$ cat src/rtl/conv34_enc.sv
module conv34_enc (
  input  logic clk,
  input  logic rst_n,
  input  logic in_valid,
  input  logic in_data,
  input  logic in_last,
  output logic in_ready,
  output logic out_valid,
  output logic out_data,
  output logic out_last
);
  localparam int NOUT  = 4;
  localparam int TAILB = 2;
  localparam int CW    = $clog2(NOUT);
  localparam int TW    = $clog2(TAILB + 1);

  logic [1:0]      fill;
  logic            b1, b2;
  logic            h2, h3, h3b;
  logic            busy, in_tail;
  logic [NOUT-1:0] sreg;
  logic [CW-1:0]   cnt;
  logic [TW-1:0]   tail_left;

  logic accept, close, block_done, load, a1, a2, a3;
  logic [NOUT-1:0] blk;

  assign accept     = in_valid & in_ready;
  assign close      = accept & ((fill == 2'd2) | in_last);
  assign block_done = busy & (cnt == CW'(NOUT - 1));
  assign load       = close | (block_done & (tail_left != '0));

  assign a1 = busy ? 1'b0 : ((fill == 2'd0) ? in_data : b1);
  assign a2 = busy ? 1'b0 : ((fill == 2'd2) ? b2 : ((fill == 2'd1) ? in_data : 1'b0));
  assign a3 = busy ? 1'b0 : ((fill == 2'd2) ? in_data : 1'b0);

  assign blk = {a1, a1 ^ a2 ^ h2 ^ h3, a1 ^ h2 ^ a3 ^ h3b, a1 ^ a2 ^ a3 ^ h3b};

  assign in_ready  = ~busy;
  assign out_valid = busy;
  assign out_data  = sreg[NOUT-1];
  assign out_last  = block_done & in_tail & (tail_left == '0);

  always_ff @(posedge clk or negedge rst_n) begin
    if (!rst_n) begin
      fill      <= '0;
      b1        <= 1'b0;
      b2        <= 1'b0;
      h2        <= 1'b0;
      h3        <= 1'b0;
      h3b       <= 1'b0;
      busy      <= 1'b0;
      in_tail   <= 1'b0;
      sreg      <= '0;
      cnt       <= '0;
      tail_left <= '0;
    end else begin
      if (accept && !close) begin
        fill <= fill + 2'd1;
        if (fill == 2'd0) b1 <= in_data;
        else              b2 <= in_data;
      end
      if (load) begin
        sreg <= blk;
        h2   <= a2;
        h3   <= a3;
        h3b  <= h3;
        busy <= 1'b1;
        cnt  <= '0;
        if (close) begin
          fill      <= '0;
          tail_left <= in_last ? TW'(TAILB) : '0;
          in_tail   <= 1'b0;
        end else begin
          tail_left <= tail_left - TW'(1);
          in_tail   <= 1'b1;
        end
      end else if (busy) begin
        sreg <= sreg << 1;
        cnt  <= cnt + CW'(1);
        if (block_done) begin
          busy    <= 1'b0;
          in_tail <= 1'b0;
        end
      end
    end
  end
endmodule

$ cat config.mk
export PLATFORM = sky130hd
export DESIGN_NAME = conv34_enc
export DESIGN_NICKNAME = d
export VERILOG_FILES = /design/src/rtl/conv34_enc.sv
export SDC_FILE = /design/constraint.sdc
export NUM_CORES = 1
export LEC_CHECK = 0
export BUFFER_PORTS_ARGS = -buffer_cell sky130_fd_sc_hd__buf_2
export CORE_MARGIN = 3
export CORE_UTILIZATION = 61
export DETAILED_ROUTE_END_ITERATION = 16
export GPL_TIMING_DRIVEN = 0
export PLACE_DENSITY = 0.83
export RECOVER_POWER = 50
export SLEW_MARGIN = 20
export SYNTH_ARGS = -nofsm -noshare
export SYNTH_HDL_FRONTEND = slang
export SYNTH_SLANG_ARGS = --single-unit
$ cat constraint.sdc
create_clock -name clk -period 3.4 [get_ports clk]
set_clock_uncertainty 0.1 [all_clocks]
set_input_delay 0.51 -clock clk [delete_from_list [all_inputs] [get_ports clk]]
set_output_delay 0.51 -clock clk [all_outputs]
set_load 0.02 [all_outputs]
==> results_dict.tcl <==
set metrics [dict create \
    dr_total_vias 769 \
    root_buffer "clkbuf_4" \
    antennaDiodeCount 0 \
    nNetsFinal 126 \
    p_int_mw 0.5338 \
    cp.required_ns 3.48 \
    p_clk_share_pct 11.7 \
    power_density_nw_per_um2 870.8 \
    clkLatencyLatePin_ns 0.29 \
    pwr-share-comb_pct 51.5 \
    syn-num-nets 113 \
    clockBufferDepth 2 \
    layout-drive-gt1-share_pct 11.30 \
    dp_hpwl_um 1223 \
    row_count 13 \
    dp_slack_ns 1.217 \
    p_leak_nw 0.5060 \
    synth-seq-cells 17 \
    io_buffers 8 \
    yosysUniqueCellTypes 36 \
    hp-class "input pin to asynchronous set/reset pin" \
    dieArea_um2 2109 \
    drc 0 \
    fmax_ghz 0.4392 \
    first_iter_violations 7 \
    viasPerCell 5.915 \
    outcome "finished, final reports clean" \
    path_cells "inv_1, ha_1, mux2i_1, o21ai_0, and3_1, o31a_1" \
    p_seq_share_pct 36.8 \
    seqCellArea_um2 425.4 \
    overflow 0 \
    track_usage_pct 19.69 \
    path_clk_slew_ns 0.10 \
    maxCapViolCount 0 \
    ys.flop_type "dfrtp_1" \
    postCtsResizedCells 0 \
    slew_violations 0 \
    htree_num_levels 1 \
    antenna_found_initial 0 \
    finalCriticalPeriod_ns 2.277 \
    yosysWarnings 0 \
    routedWlPerCell_um 13.28 \
    cts_tree "done" \
    area_growth_pct 8.366 \
    relSlewSlack_pct 39.56 \
    rsz0062_at_grt "no" \
    cp_slowest_cell "mux2i_1" \
    place_congestion 0.8079 \
    drt_pass1_iterations 4 \
    cpPeakStageDelay_ns 0.65 \
    multi_input_area_um2 504.2 \
    ys_seq_area_share_pct 43.76 \
    drt-total-wl_um 1726 \
    setup_slack_ns 1.123 \
    cpLargestDelayFamily "multiplexers" \
    vdd_ir_drop_max_mv 0.4372 \
    coreArea_um2 1399 \
    start_util_pct 69.50 \
    syn_area_um2 972.2 \
    cp_max_fo 10 \
    start_kind "flip-flop" \
    antenna_left 0 \
    p_sw_mw 0.3836 \
    ctsHoldBuffers 0 \
    cp.buffers_inverters 1 \
    die_w_um 45.92 \
    grt_first_pass_wirelength_um 3015 \
    cts.sinks 17 \
    swShare_pct 41.81 \
    synth_edf_count 0 \
    numCtsBuffers 3 \
    pin_count 9 \
    setup_viol 0 \
    worst_pin_slew_ns 0.9067 \
    fin_crit_sh_pct 66.96 \
    synthCells 103 \
    syn_area_per_cell_um2 9.439 \
    grt_pass1_vias 704 \
    cts_setup_buffers 0 \
    finalSetupTns_ns 0 \
    endpoint_kind "flip-flop" \
    hold_violations 0 \
    die_h_um 45.92 \
    cp.arrival_ns 2.36 \
    synthArstFlopShare_pct 100.0 \
    path_class "flip-flop to flip-flop" \
    grt_max_degree 18 \
    nFillCells 109 \
]
==> metrics by stage <==
step / utilization (%) / power (mW) / hold WS [ns] / instance area, um^2 / std cells
finish: 75.31 / 0.9174 / 0.2208 / 1054 / 130
detailed placement: 73.70 / 0.8122 / 0.3515 / 1031 / 126
global placement: 73.70 / 0.7929 / 0.3451 / 1031 / 126
CTS: 75.58 / 0.9229 / 0.04013 / 1057 / 130
floorplan: - / 0.7082 / 0.1144 / 972.2 / 103
global route: 75.31 / 0.9958 / 0.2711 / 1054 / 130
==> registers in the layout (all words and copies together) (netlist names) <==
register,flops
cnt,2
tail_left,2
in_tail,1
sreg,4
h3,1
h2,1
out_valid,1
h3b,1
b2,1
fill,2
b1,1
==> cells in the mapped netlist (2+ instances only) <==
library cell  instances  area (um^2)
a21oi_1               3        15.01
and2_1                2        12.51
dfrtp_1              17        425.4
ha_1                  5        62.56
inv_1                 6        22.52
mux2i_1               5        50.05
nand2_1              17        63.81
nand2b_1              2        12.51
nand3b_1              2        15.01
nor2_1                8        30.03
o21ai_0               8        40.04
o22ai_1               2        12.51
xnor2_1               3        26.28
==> cells by family after synthesis <==
| logic type | after synthesis | share of synthesized area [%] |
|---|---|---|
| muxes | 6 | 6.306 |
| and+or+nand+nor | 40 | 20.34 |
| AOI/OAI and AO/OA | 23 | 16.09 |
| buffers and inverters | 9 | 4.375 |
| DFF | 17 | 43.76 |
| xor gates and xnor gates | 3 | 2.703 |
| adders and majority gates | 5 | 6.435 |
==> layout by cell type, fill, tap and decap left out, drive strengths merged, types with 2 or more instances in the layout <==
| cell type | instances |
|---|---|
| buf | 7 |
| nand3b | 2 |
| a21oi | 3 |
| mux2i | 5 |
| o21ai | 9 |
| dfrtp | 17 |
| ha | 5 |
| nand2 | 17 |
| or2 | 2 |
| o22ai | 2 |
| nand2b | 2 |
| nor2 | 8 |
| xnor2 | 3 |
| inv | 6 |
| clkbuf | 8 |
| and2 | 2 |
==> metal layers <==
metal / routed length (um) / vias up / GRT usage, %
met2: 822 / 14 / 31.87
met3: 51 / 5 / 2.372
met5: 0 / - / 0
met4: 33 / 0 / 8.523
met1: 818 / 364 / 26.18
li1: - / 386 / -
==> power by group through the flow <==
| stage | sequential (mW) | clock, mW | combinational [mW] |
|---|---|---|---|
| final | 0.338 | 0.107 | 0.472 |
| after global routing | 0.348 | 0.115 | 0.534 |
| after global placement | 0.337 | 0 | 0.456 |
| after CTS | 0.337 | 0.107 | 0.478 |
| after detailed placement | 0.342 | 0 | 0.470 |
| after floorplan | 0.345 | 0 | 0.364 |
==> layout make-up <==
| type | count | area share (%) |
|---|---|---|
| multi-input cells | 77 | 47.86 |
| repair buffers | 8 | 3.444 |
| clock buffers | 4 | 2.494 |
| flip-flops and latches | 17 | 40.38 |
| plain buffers | 3 | 1.900 |
| inverters | 6 | 2.138 |
| well taps | 15 | 1.781 |
==> final timing paths <==
kind / start / to / slack [ns] / cells past startpoint
worst max-delay path: fill[0] / sreg[1] / 1.12 / 6
worst min-delay path: rst_n / sreg[0] / 0.22 / 1
worst max register to register: fill[0] / sreg[1] / 1.12 / 6
worst min register to register: b2 / b2 / 0.41 / 1
max in group asynchronous: rst_n / h3 / 2.43 / 1
min in group clk: in_last / tail_left[1] / 0.36 / 2
Power figures use the tool's default switching activity.
